**config.mk**
```make
export PLATFORM = sky130hd
export DESIGN_NAME = pwmchain_top
export DESIGN_NICKNAME = d
export VERILOG_FILES = /design/src/rtl/pwmchain_pkg.sv /design/src/rtl/pc_serial_rx.sv /design/src/rtl/pc_gs_counter.sv /design/src/rtl/pc_pwm_chan.sv /design/src/rtl/pwmchain_top.sv
export SDC_FILE = /design/constraint.sdc
export NUM_CORES = 1
export LEC_CHECK = 0
export CAP_MARGIN = 20
export CORE_MARGIN = 4
export CORE_UTILIZATION = 55
export CTS_CLUSTER_SIZE = 28
export DETAILED_ROUTE_END_ITERATION = 6
export PLACE_DENSITY = 0.83
export SLEW_MARGIN = 30
export SYNTH_ARGS = -nofsm -noshare
export SYNTH_HDL_FRONTEND = slang
export SYNTH_SLANG_ARGS = --single-unit
```
**constraint.sdc**
```tcl
create_clock -name clk -period 5 [get_ports clk]
set_input_delay 1.5 -clock clk [delete_from_list [all_inputs] [get_ports clk]]
set_output_delay 1.5 -clock clk [all_outputs]
set_load 0.01 [all_outputs]
```
**src/rtl/pwmchain_pkg.sv**
```systemverilog
package pwmchain_pkg;

    typedef enum logic [1:0] {
        ST_HUNT  = 2'd0,
        ST_LOAD  = 2'd1,
        ST_RELAY = 2'd2
    } rx_state_e;

    // Inverse-gamma curve (cubic) scaled so that full scale maps to full scale.
    function automatic int unsigned inv_gamma(input int unsigned x, input int unsigned w);
        longint unsigned top;
        longint unsigned v;
        top = (longint'(1) << w) - 1;
        v   = (longint'(x) * longint'(x) * longint'(x)) / (top * top);
        return int'(v);
    endfunction

endpackage

```
**src/rtl/pc_serial_rx.sv**
```systemverilog
module pc_serial_rx
    import pwmchain_pkg::*;
#(
    parameter int CH = 3,
    parameter int W  = 8
) (
    input  logic                 clk,
    input  logic                 rst,
    input  logic                 dclk_i,
    input  logic                 din_i,
    input  logic                 latch_i,
    output logic                 dclk_o,
    output logic                 dout_o,
    output logic                 rise_o,
    output logic [CH-1:0][W-1:0] lvl_o
);
    localparam int FRAME = CH * W;
    localparam int CW    = $clog2(FRAME);

    rx_state_e        st, st_n;
    logic             dclk_q;
    logic [CW-1:0]    bcnt;
    logic [FRAME-1:0] sh;

    assign rise_o = dclk_i & ~dclk_q;

    always_comb begin
        st_n = st;
        if (latch_i) begin
            st_n = ST_HUNT;
        end else if (rise_o) begin
            unique case (st)
                ST_HUNT:  if (din_i) st_n = ST_LOAD;
                ST_LOAD:  if (bcnt == CW'(FRAME - 1)) st_n = ST_RELAY;
                ST_RELAY: st_n = ST_RELAY;
                default:  st_n = ST_HUNT;
            endcase
        end
    end

    always_ff @(posedge clk) begin
        if (rst) st <= ST_HUNT;
        else     st <= st_n;
    end

    always_ff @(posedge clk) begin
        if (rst) begin
            dclk_q <= 1'b0;
            dclk_o <= 1'b0;
            dout_o <= 1'b0;
            bcnt   <= '0;
            sh     <= '0;
            lvl_o  <= '0;
        end else begin
            dclk_q <= dclk_i;
            dclk_o <= dclk_i;
            if (latch_i) begin
                if (st == ST_RELAY) begin
                    for (int k = 0; k < CH; k++)
                        lvl_o[k] <= sh[FRAME-1-k*W -: W];
                end
            end else if (rise_o) begin
                unique case (st)
                    ST_HUNT: begin
                        bcnt   <= '0;
                        dout_o <= 1'b0;
                    end
                    ST_LOAD: begin
                        sh     <= {sh[FRAME-2:0], din_i};
                        bcnt   <= bcnt + 1'b1;
                        dout_o <= 1'b0;
                    end
                    ST_RELAY: dout_o <= din_i;
                    default:  dout_o <= 1'b0;
                endcase
            end
        end
    end

    AST_QUIET_UNTIL_RELAY: assert property (@(posedge clk) disable iff (rst)
        rise_o && !latch_i && st != ST_RELAY |=> !dout_o);
    AST_RELAY_ECHO: assert property (@(posedge clk) disable iff (rst)
        rise_o && !latch_i && st == ST_RELAY |=> dout_o == $past(din_i));
    AST_CLK_REGEN_HI: assert property (@(posedge clk) disable iff (rst)
        dclk_i |=> dclk_o);
    AST_CLK_REGEN_LO: assert property (@(posedge clk) disable iff (rst)
        !dclk_i |=> !dclk_o);
    AST_LEVELS_ON_LATCH: assert property (@(posedge clk) disable iff (rst)
        !latch_i |=> $stable(lvl_o));
    AST_LATCH_TO_HUNT: assert property (@(posedge clk) disable iff (rst)
        latch_i |=> st == ST_HUNT);

endmodule

```
**src/rtl/pc_gs_counter.sv**
```systemverilog
module pc_gs_counter #(
    parameter int W  = 8,
    parameter int LW = 5
) (
    input  logic         clk,
    input  logic         rst,
    input  logic         dclk_rise_i,
    input  logic         osc_i,
    input  logic         osc_mode_i,
    input  logic         lin_i,
    output logic [W-1:0] cnt_o
);
    logic osc_q;
    logic tick;
    logic [LW-1:0] low_inc;

    assign tick    = osc_mode_i ? (osc_i & ~osc_q) : dclk_rise_i;
    assign low_inc = cnt_o[LW-1:0] + 1'b1;

    always_ff @(posedge clk) begin
        if (rst) begin
            osc_q <= 1'b0;
            cnt_o <= '0;
        end else begin
            osc_q <= osc_i;
            if (tick) begin
                if (lin_i) cnt_o <= {{(W-LW){1'b0}}, low_inc};
                else       cnt_o <= cnt_o + 1'b1;
            end
        end
    end

    AST_LIN_WRAP: assert property (@(posedge clk) disable iff (rst)
        tick && lin_i && cnt_o == W'((1 << LW) - 1) |=> cnt_o == '0);
    AST_GAMMA_WRAP: assert property (@(posedge clk) disable iff (rst)
        tick && !lin_i && cnt_o == '1 |=> cnt_o == '0);
    AST_CNT_HOLD: assert property (@(posedge clk) disable iff (rst)
        !tick |=> $stable(cnt_o));

endmodule

```
**src/rtl/pc_pwm_chan.sv**
```systemverilog
module pc_pwm_chan
    import pwmchain_pkg::*;
#(
    parameter int W  = 8,
    parameter int LW = 5
) (
    input  logic         clk,
    input  logic         rst,
    input  logic         lin_i,
    input  logic [W-1:0] cnt_i,
    input  logic [W-1:0] lvl_i,
    output logic         pwm_o
);
    localparam int DEPTH = 1 << W;

    logic [W-1:0] rom [DEPTH];

    for (genvar i = 0; i < DEPTH; i++) begin : g_rom
        assign rom[i] = W'(inv_gamma(i, W));
    end

    always_ff @(posedge clk) begin
        if (rst)        pwm_o <= 1'b0;
        else if (lin_i) pwm_o <= cnt_i[LW-1:0] < lvl_i[LW-1:0];
        else            pwm_o <= cnt_i < rom[lvl_i];
    end

    AST_LIN_ZERO_DARK: assert property (@(posedge clk) disable iff (rst)
        lin_i && lvl_i[LW-1:0] == '0 |=> !pwm_o);
    AST_GAMMA_ZERO_DARK: assert property (@(posedge clk) disable iff (rst)
        !lin_i && lvl_i == '0 |=> !pwm_o);
    AST_GAMMA_FULL_LIT: assert property (@(posedge clk) disable iff (rst)
        !lin_i && lvl_i == '1 && cnt_i != '1 |=> pwm_o);

endmodule

```
**src/rtl/pwmchain_top.sv**
```systemverilog
module pwmchain_top #(
    parameter int CH = 3,
    parameter int W  = 8,
    parameter int LW = 5
) (
    input  logic          clk,
    input  logic          rst,
    input  logic          dclk_i,
    input  logic          din_i,
    input  logic          latch_i,
    input  logic          lin_mode_i,
    input  logic          osc_mode_i,
    input  logic          osc_i,
    output logic          dclk_o,
    output logic          dout_o,
    output logic [CH-1:0] pwm_o
);
    logic                 dclk_rise;
    logic [CH-1:0][W-1:0] lvl;
    logic [W-1:0]         cnt;

    pc_serial_rx #(.CH(CH), .W(W)) u_rx (
        .clk     (clk),
        .rst     (rst),
        .dclk_i  (dclk_i),
        .din_i   (din_i),
        .latch_i (latch_i),
        .dclk_o  (dclk_o),
        .dout_o  (dout_o),
        .rise_o  (dclk_rise),
        .lvl_o   (lvl)
    );

    pc_gs_counter #(.W(W), .LW(LW)) u_cnt (
        .clk         (clk),
        .rst         (rst),
        .dclk_rise_i (dclk_rise),
        .osc_i       (osc_i),
        .osc_mode_i  (osc_mode_i),
        .lin_i       (lin_mode_i),
        .cnt_o       (cnt)
    );

    for (genvar k = 0; k < CH; k++) begin : g_chan
        pc_pwm_chan #(.W(W), .LW(LW)) u_chan (
            .clk   (clk),
            .rst   (rst),
            .lin_i (lin_mode_i),
            .cnt_i (cnt),
            .lvl_i (lvl[k]),
            .pwm_o (pwm_o[k])
        );
    end

    AST_RESET_DARK: assert property (@(posedge clk)
        rst |=> pwm_o == '0 && !dout_o && !dclk_o);

endmodule

```
## Word level (Yosys, flattened, before mapping)

Memory sizes are Yosys's and may differ from the RTL's.
Index checks and enable logic that the tools add are counted.

| word-level totals | value |
|---|---|
| flip-flop bits (word level) | 69 |
| bits in read-only memories | 6,144 |
| memories | 3 |

Memories:

| name | depth | bits a word | rd ports | clocked after memory_dff | write ports | line | RTL |
|---|---|---|---|---|---|---|---|
| (name not given) | 256 | 8 | 1 | 0 | 0 | pc_pwm_chan.sv:25 | `else pwm_o <= cnt_i < rom[lvl_i];` |
| (name not given) | 256 | 8 | 1 | 0 | 0 | pc_pwm_chan.sv:25 |  |
| (name not given) | 256 | 8 | 1 | 0 | 0 | pc_pwm_chan.sv:25 |  |

| operators by class | value |
|---|---|
| $add $sub $neg | 3 |
| magnitude comparators | 9 |
| equality and inequality tests | 5 |
| muxes and demuxes | 16 |
| bitwise operators | 8 |
| reduce and logical (&&, ||, !) cells | 8 |

Operators by type and width:

| cell | number |
|---|---|
| $mux W8 | 7 |
| $ge A9 B9 Y1 const B | 3 |
| $not A8 Y9 | 3 |
| $lt A8 B8 Y1 | 3 |
| $lt A5 B5 Y1 | 3 |
| $add A5 B1 Y5 const B | 2 |
| $pmux W5 S2 | 1 |
| $reduce_and A3 Y1 | 3 |
| $add A8 B1 Y8 const B | 1 |
| $pmux W2 S3 | 1 |
| $eq A5 B5 Y1 const B | 1 |
| $mux W1 | 5 |
| $mux W2 | 2 |
| $reduce_and A2 Y1 | 2 |
| $not A1 Y1 | 3 |
| $and A1 B1 Y1 | 2 |
| $eq A2 B1 Y1 const B | 1 |
| $eq A2 B2 Y1 const B | 1 |
| $logic_not A2 Y1 | 1 |
| $ne A2 B1 Y1 const B | 1 |
| $ne A2 B2 Y1 const B | 1 |
| $reduce_bool A2 Y1 | 1 |
| $reduce_or A2 Y1 | 1 |

## Depth between registers and ports, before layout

Gate-level depths: netlist of run 1.

| depth | value |
|---|---|
| word-level depth | 6 |
| depth in mapped cells | 17 |
| depth with buffers taken out | 15 |

## By module

A second synthesis of run 1 with hierarchy kept.

| unflattened totals | value |
|---|---|
| cell total of the unflattened synthesis | 1,138 |
| area total of the unflattened synthesis | 8,194.1 sq um |

Modules (own cells, without submodules):

| module | times used | cells an instance | area an instance (sq um) | sequential area each (sq um) |
|---|---|---|---|---|
| pc_serial_rx | 1 | 263 | 2,144.6 | 1,141.1 |
| pc_pwm_chan at g_chan[1].u_chan | 1 | 268 | 1,836.8 | 20.0 |
| pc_pwm_chan at g_chan[2].u_chan | 1 | 274 | 1,828.0 | 20.0 |
| pc_pwm_chan at g_chan[0].u_chan | 1 | 275 | 1,813.0 | 20.0 |
| pc_gs_counter | 1 | 58 | 571.8 | 180.2 |

## Worst setup path before layout of run 1

No wires, ideal clock.

| timing path | value |
|---|---|
| path type | reg2reg |
| start | register u_rx.lvl_o[1] (netlist name) |
| end | register g_chan[0].u_chan.pwm_o |
| library setup time | 0.079 ns |
| arrival time | 3.651 ns |
| setup slack | 1.270 ns |
| cell stages (with the launch flop) | 17 |
| path buffers | 3 |
| period minus slack after synthesis | 3.730 ns |
| cells stage by stage | dfxtp_1 -> clkbuf_1 -> clkbuf_1 -> inv_1 -> ha_1 -> clkbuf_1 -> inv_1 -> nand2_1 -> a31oi_1 -> nor2_1 -> or4_1 -> ha_1 -> a21o_1 -> a21o_1 -> a2111oi_0 -> o211ai_1 -> o211ai_1 |

| on the way | value |
|---|---|
| cells in the longest elaborated chain, start to end | 6 |
| elaborated cells between the ends (all ways) | 7 |

RTL lines:

| item | line | RTL |
|---|---|---|
| start: declaration | pc_serial_rx.sv:15 | `output logic [CH-1:0][W-1:0] lvl_o` |
| start signal: indexed assignment | pc_serial_rx.sv:60 | `lvl_o[k] <= sh[FRAME-1-k*W -: W];` |
| $not A8 Y9 (implied by the code) | pc_pwm_chan.sv:25 |  |
| $mem_v2 Z256 W8 | n/a |  |
| $mux W8 (implied by the code) (2 in series) | pc_pwm_chan.sv:25 |  |
| $lt A8 B8 Y1 | pc_pwm_chan.sv:25 |  |
| $mux W1 * | pc_pwm_chan.sv:24 | `else if (lin_i) pwm_o <= cnt_i[LW-1:0] < lvl_i[LW-1:0];` |
| end signal: assignment | pc_pwm_chan.sv:24 |  |
| end signal: assignment | pc_pwm_chan.sv:25 |  |
| end: declaration | pc_pwm_chan.sv:12 | `output logic pwm_o` |

Mark *: on every way between the ends. The rest lies on a longest branch, timed or not. The select of a mux whose other input is x is not followed.
A chain may end at the register's enable or synchronous reset.

## Worst setup path after layout of run 1

| timing path | value |
|---|---|
| start | register u_rx.lvl_o[20] (netlist name) |
| end | register g_chan[2].u_chan.pwm_o |

| on the way | value |
|---|---|
| cells in the longest elaborated chain, start to end | 6 |
| elaborated cells between the ends (all ways) | 7 |

RTL lines:

| item | line |
|---|---|
| $not A8 Y9 (implied by the code) | pc_pwm_chan.sv:25 |
| $mem_v2 Z256 W8 | n/a |
| $mux W8 (implied by the code) (2 in series) | pc_pwm_chan.sv:25 |
| $lt A8 B8 Y1 | pc_pwm_chan.sv:25 |
| $mux W1 * | pc_pwm_chan.sv:24 |
| end signal: assignment | pc_pwm_chan.sv:24 |
| end signal: assignment | pc_pwm_chan.sv:25 |
| end: declaration | pc_pwm_chan.sv:12 |

Marked as above.

==> results of run 1 <==
==> stage by stage <==
stage | std cells | worst slack [ps] | utilization (%)
2_1_floorplan | 1113 | 1270 | -
3_3_place_gp | 1214 | 1470 | 56.1
3_5_place_dp | 1214 | 1290 | 56.1
4_1_cts | 1230 | 1270 | 58.1
5_1_grt | 1230 | 1000 | 58.1
6_report | 1230 | 1210 | 58.1
==> state kept, by name, indices dropped and copies added, names as in the netlist <==
name                 cells
u_rx.lvl_o              24
u_rx.sh                 24
u_cnt.cnt_o              8
u_rx.bcnt                5
g_chan.u_chan.pwm_o      3
u_rx.st                  2
u_cnt.osc_q              1
u_rx.dclk_o              1
u_rx.dout_o              1
==> worst min-delay path, delay by kind of cell (launching register included) <==
family	cells	cell delay, ps
AO/OA/AOI/OAI	1	50
AND/OR/NAND/NOR	1	50
flip-flops	1	310
==> cells in the final DEF, fill, tap and decap left out, types with 13 or more instances in the layout <==
cell	netlist	layout
nand3_1	22	22
a21o_1	22	22
o311ai_0	14	14
inv_1	25	25
xnor2_1	14	14
buf_4	4	18
o21ai_0	74	74
a211oi_1	21	21
a21oi_1	113	113
o211ai_1	23	23
nand2_1	166	165
ha_1	74	74
nor2b_1	31	31
nand2b_1	27	27
o221ai_1	13	13
dfxtp_1	69	68
nor3_1	18	18
nor2_1	80	80
mux2i_1	27	27
==> layer usage <==
metal | vias up | track usage, %
met5 | - | 0
met4 | 0 | 6.69
met3 | 54 | 3.60
met2 | 431 | 40.1
met1 | 3823 | 38.2
li1 | 3917 | -
==> worst paths after layout <==
check                               startpoint                      to  slack (ps)  cells past startpoint
worst max register to register  u_rx.lvl_o[20]  g_chan[2].u_chan.pwm_o        1210                     11
worst min-delay path               u_rx.sh[23]             u_rx.sh[23]         460                      2
worst max-delay path            u_rx.lvl_o[20]  g_chan[2].u_chan.pwm_o        1210                     11
worst min register to register     u_rx.sh[23]             u_rx.sh[23]         460                      2
==> cell families (layout without fill, tap and decap cells) <==
group	count (synthesis)	after routing	share of synthesized area, %
buf+inv	137	74	7.48
xor+xnor	21	21	2.35
compound gates	390	390	32.9
simple gates	385	385	22.6
fa+ha+maj	74	74	11.8
mux	37	37	5.18
flops	69	69	17.6
==> cell type report <==
type	instances	area, sq um
inverter	28	105
tap	180	225
timing repair buffer	30	250
sequential	69	1380
fill	1292	5830
clock buffer	10	229
multi-input combinational	907	5860
clock inverter	6	47.5
==> report_power, final <==
group	switching [uW]	total [uW]	leakage [uW]	internal, uW
sequential	7.08	561	0.000557	554
clock	259	600	0.000133	340
combinational	33.1	61.3	0.00204	28.2
==> results.sh, run 1 <==
export IMPL_fin_tns_setup_ps=0
export IMPL_die_w_microns=127
export IMPL_grt_use_total_pct=26.1
export IMPL_cts_tree="yes"
export IMPL_critPathTopFamily="compound AO/OA/AOI/OAI gates"
export IMPL_grt_pass1_wl_mm=36.3
export IMPL_final_area_sq_um=8100
export IMPL_hold_viol=0
export IMPL_crit_chain="buf_4 > nand2_1 > mux2i_1 > o21ai_0 > o311ai_0 > a31oi_1 > ha_1 > a2111oi_0 > nand3_1 > a41o_1 > o311ai_1"
export IMPL_postRouteAntennaNets=0
export IMPL_clk_pin_slew_ps=60
export IMPL_critPathKind="reg -> reg"
export IMPL_antenna_found_initial=0
export IMPL_start_util_pct=56.2
export IMPL_htreeDepth=3
export IMPL_grt_pass1_vias=7256
export IMPL_syn_inst=1113
export IMPL_mappedNetlistNets=1195
export IMPL_worst_skew_pair_late_latency_ps=330
export IMPL_cpMaxStageDelayCell="dfxtp_1"
export IMPL_die_h_microns=127
export IMPL_cts_num_sinks=69
export IMPL_dr_pass1_iters=6
export IMPL_cts_buffer_depth=2
export IMPL_fin_crit_sh_pct=75.8
export IMPL_max_slew_worst_pin_slew_ps=905
export IMPL_finalPower_uw=1220
export IMPL_avgSynthCellArea_sq_um=7.03
export IMPL_nNetsFinal=1127
export IMPL_die_area_sq_um=16200
export IMPL_post_cts_buffers=0
export IMPL_ys_types=72
export IMPL_wirelength_mm=21.6
export IMPL_critPathCaptureType="flop"
export IMPL_wl_met3_mm=1.75
export IMPL_ctsHoldBuffers=0
export IMPL_viasPerCell=6.69
export IMPL_rsz0062_at_grt="false"
export IMPL_diodes=0
export IMPL_postPlaceCellArea_sq_um=7820
export IMPL_yosysWarnings=0
export IMPL_gp_congestion=0.949
export IMPL_final_setup_viol_count=0
export IMPL_hp_class="reg -> reg"
export IMPL_period_needed_ps=3790
export IMPL_synth_edf_count=0
export IMPL_maxSlewViolCount=0
export IMPL_synth_ff_type="dfxtp_1"
export IMPL_fmax_ghz=0.264
export IMPL_outcome="finished, final reports clean"
export IMPL_num_rows=43
export IMPL_drt_iter0_drc=1299
export IMPL_top_layer="met4"
export IMPL_p_leak_uw=0.00273
export IMPL_timing_critical_path_arrival_ps=4020
export IMPL_cts_resized=0
export IMPL_start_kind="flop"
export IMPL_fin_hold_ws_ps=455
export IMPL_fp_coreArea_sq_um=13900
export IMPL_wl_met1_mm=9.76
export IMPL_path_buf_inv=1
export IMPL_async_reset_ff_share_pct=0
export IMPL_synth_top_area_share_pct=17.6
export IMPL_drv_cap=0
export IMPL_powerDensity_nw_per_um2=151
export IMPL_dr_wl_met2_mm=9.69
export IMPL_syn_area_sq_um=7830
export IMPL_clock_skew_ps=8.77
export IMPL_ir_drop_uv=126
export IMPL_clock_root_buffer="clkbuf_16"
export IMPL_drive_above_1_share_pct=5.24
export IMPL_post_drt_wl_per_cell_microns=17.6
export IMPL_area_growth_pct=3.52
export IMPL_drc_errors=0
export IMPL_synthTopCellsByCount="166 x nand2_1, 113 x a21oi_1, 80 x nor2_1"
export IMPL_grt_overflow=0
export IMPL_yosysSeqAreaShare_pct=17.6
export IMPL_cts_buffers=9
export IMPL_cp_max_fo=24
export IMPL_synth_seq_cells=69
export IMPL_slowest_delay_ps=900
export IMPL_max_slew_margin_pct=39.7
export IMPL_cp_required_ps=5230
export IMPL_io_pins=13
export IMPL_hpwl_mm=14.4
export IMPL_vias=8225
export IMPL_port_buffers=12
export IMPL_grt_max_degree=55
export IMPL_synthTopCellsByArea="dfxtp_1 18%, ha_1 12%, nand2_1 8.0%"
export IMPL_synth_top_area_cell="dfxtp_1"
export IMPL_yosysMostFrequentCell="nand2_1"
No activity file was read; power rests on OpenSTA's default activity.
==> run 2: changes to the inputs <==
Clock period 5 ns to 3.7 ns, I/O delays scaled along.
==> run 2 against run 1 <==
  * Total power rose by 47%
  * Global-route usage grew 1.4 points
  * First-iteration DRC count shrank 6.1%
  * Die area unchanged
  * Flip-flop and latch count did not move
  * Setup slack got worse by 870 ps
  * Critical path type unchanged
  * Highest routed layer unchanged
==> results.sh, run 2 (same netlist as run 1, synthesis figures left out) <==
export IMPL_outcome="finished, final reports clean"
export IMPL_num_rows=43
export IMPL_grt_pass1_vias=7602
export IMPL_critPathCaptureType="flop"
export IMPL_cts_buffers=9
export IMPL_post_cts_buffers=0
export IMPL_hold_viol=0
export IMPL_powerDensity_nw_per_um2=212
export IMPL_postRouteAntennaNets=0
export IMPL_holdPathStages=2
export IMPL_timing_critical_path_arrival_ps=3610
export IMPL_cts_num_sinks=69
export IMPL_drive_above_1_share_pct=8.66
export IMPL_max_slew_margin_pct=42.6
export IMPL_fillerInstances=1247
export IMPL_fp_coreArea_sq_um=13900
export IMPL_io_pins=13
export IMPL_fin_crit_sh_pct=90.7
export IMPL_hpwl_mm=15.7
export IMPL_hp_class="reg -> reg"
export IMPL_r2r_start="u_rx.lvl_o[1]"
export IMPL_p_leak_uw=0.00293
export IMPL_period_needed_ps=3360
export IMPL_drc_errors=0
export IMPL_nNetsFinal=1163
export IMPL_die_area_sq_um=16200
export IMPL_wirelength_mm=22.5
export IMPL_clk_pin_slew_ps=60
export IMPL_antenna_found_initial=0
export IMPL_rsz0062_at_grt="false"
export IMPL_grt_overflow=0
export IMPL_dr_pass1_iters=5
export IMPL_fmax_ghz=0.298
export IMPL_maxSlewViolCount=0
export IMPL_cp_max_fo=10
export IMPL_finalPower_uw=1790
export IMPL_hp_start="u_rx.sh[4]"
export IMPL_cts_tree="yes"
export IMPL_worst_skew_pair_late_latency_ps=330
export IMPL_die_h_microns=127
export IMPL_final_setup_viol_count=0
export IMPL_max_slew_worst_pin_slew_ps=859
export IMPL_ir_drop_uv=290
export IMPL_critPathKind="reg -> reg"
export IMPL_die_w_microns=127
export IMPL_drt_iter0_drc=1220
export IMPL_diodes=0
export IMPL_clock_skew_ps=5.71
export IMPL_holdPathEnd="u_rx.lvl_o[20]"
export IMPL_clock_root_buffer="clkbuf_16"
export IMPL_r2r_cells=12
export IMPL_gp_congestion=1.03
export IMPL_top_regs="u_rx.lvl_o (24), u_rx.sh (24), u_cnt.cnt_o (8)"
export IMPL_reg2reg_setup_slack_ps=340
export IMPL_grt_max_degree=56
export IMPL_port_buffers=12
export IMPL_cts_buffer_depth=2
export IMPL_htreeDepth=3
export IMPL_fin_tns_setup_ps=0
export IMPL_grt_pass1_wl_mm=37.8
export IMPL_layout_commonest_cell="nand2_1"
export IMPL_grt_use_total_pct=27.5
export IMPL_r2r_end="g_chan[0].u_chan.pwm_o"
export IMPL_viasPerCell=6.61
export IMPL_post_drt_wl_per_cell_microns=17.8
export IMPL_drv_cap=0
export IMPL_cts_resized=0
export IMPL_cp_required_ps=3960
export IMPL_start_util_pct=56.2
export IMPL_final_cell_mix="166 x nand2_1, 113 x a21oi_1, 80 x nor2_1"
export IMPL_ctsHoldBuffers=0
export IMPL_start_kind="flop"
export IMPL_vias=8368
export IMPL_area_growth_pct=7.82
==> run 2: changes by cell type in the layout (fill, tap and decap cells not counted), sizes merged <==
| cell | previous run | this run |
|---|---|---|
| clkinv | 6 | 5 |
| bufinv | 0 | 2 |
| inv | 27 | 26 |
| buf | 19 | 55 |
==> run 2: power by group <==
group / leakage (uW) / switching, uW / internal, uW
combinational: 0.00222 / 46.5 / 40.1
sequential: 0.000557 / 10.8 / 749
clock: 0.000159 / 334 / 613
==> run 2: worst max path at each step <==
stage / startpoint / end / slack, ps / cells past startpoint
3_3_place_gp: u_rx.lvl_o[20] / g_chan[2].u_chan.pwm_o / 410 / 11
3_5_place_dp: u_rx.lvl_o[17] / g_chan[2].u_chan.pwm_o / 310 / 13
6_report: u_rx.lvl_o[1] / g_chan[0].u_chan.pwm_o / 340 / 12
4_1_cts: u_rx.lvl_o[1] / g_chan[0].u_chan.pwm_o / 180 / 13
5_1_grt: u_rx.lvl_o[17] / g_chan[2].u_chan.pwm_o / 8 / 12
2_1_floorplan: u_rx.lvl_o[1] / g_chan[0].u_chan.pwm_o / 80 / 16
==> run 2: routing by layer <==
| metal | vias up | wire length, microns | GRT usage [%] |
|---|---|---|---|
| met2 | 477 | 10300 | 44.1 |
| met1 | 3842 | 9810 | 38.7 |
| met3 | 55 | 1900 | 4.01 |
| met4 | 0 | 521 | 7.32 |
| met5 | - | 0 | 0 |
| li1 | 3994 | - | - |
==> run 2: critical path, stage by stage, from the launching register on <==
cell      delay (ps)
dfxtp_1          350
inv_1            140
ha_1             460
nor2b_1          330
nor3_1           100
o311ai_0         560
a211oi_1         170
a21oi_1          260
ha_1             300
a21o_1           160
a21oi_1          150
o211ai_1         120
o211ai_1         170
==> run 2: final cells by class <==
type,instances,area [sq um],area share [%]
clock buffers,10,239,2.83
clock inverters,6,93.8,1.11
inverters,28,105,1.25
multi-input cells,907,5870,69.6
flip-flops and latches,69,1380,16.4
well taps,180,225,2.67
repair buffers,66,520,6.17
==> run 2: per-stage QoR <==
| step | area (sq um) | setup WS, ps | util, % | hold slack [ps] | std cells |
|---|---|---|---|---|---|
| after floorplan | 7830 | 84.3 | - | 432 | 1113 |
| after global placement | 8090 | 411 | 58.1 | 439 | 1250 |
| after detailed placement | 8090 | 315 | 58.1 | 457 | 1250 |
| after CTS | 8420 | 177 | 60.5 | 466 | 1266 |
| after global routing | 8440 | 8.44 | 60.6 | 488 | 1266 |
| final | 8440 | 345 | 60.6 | 462 | 1266 |
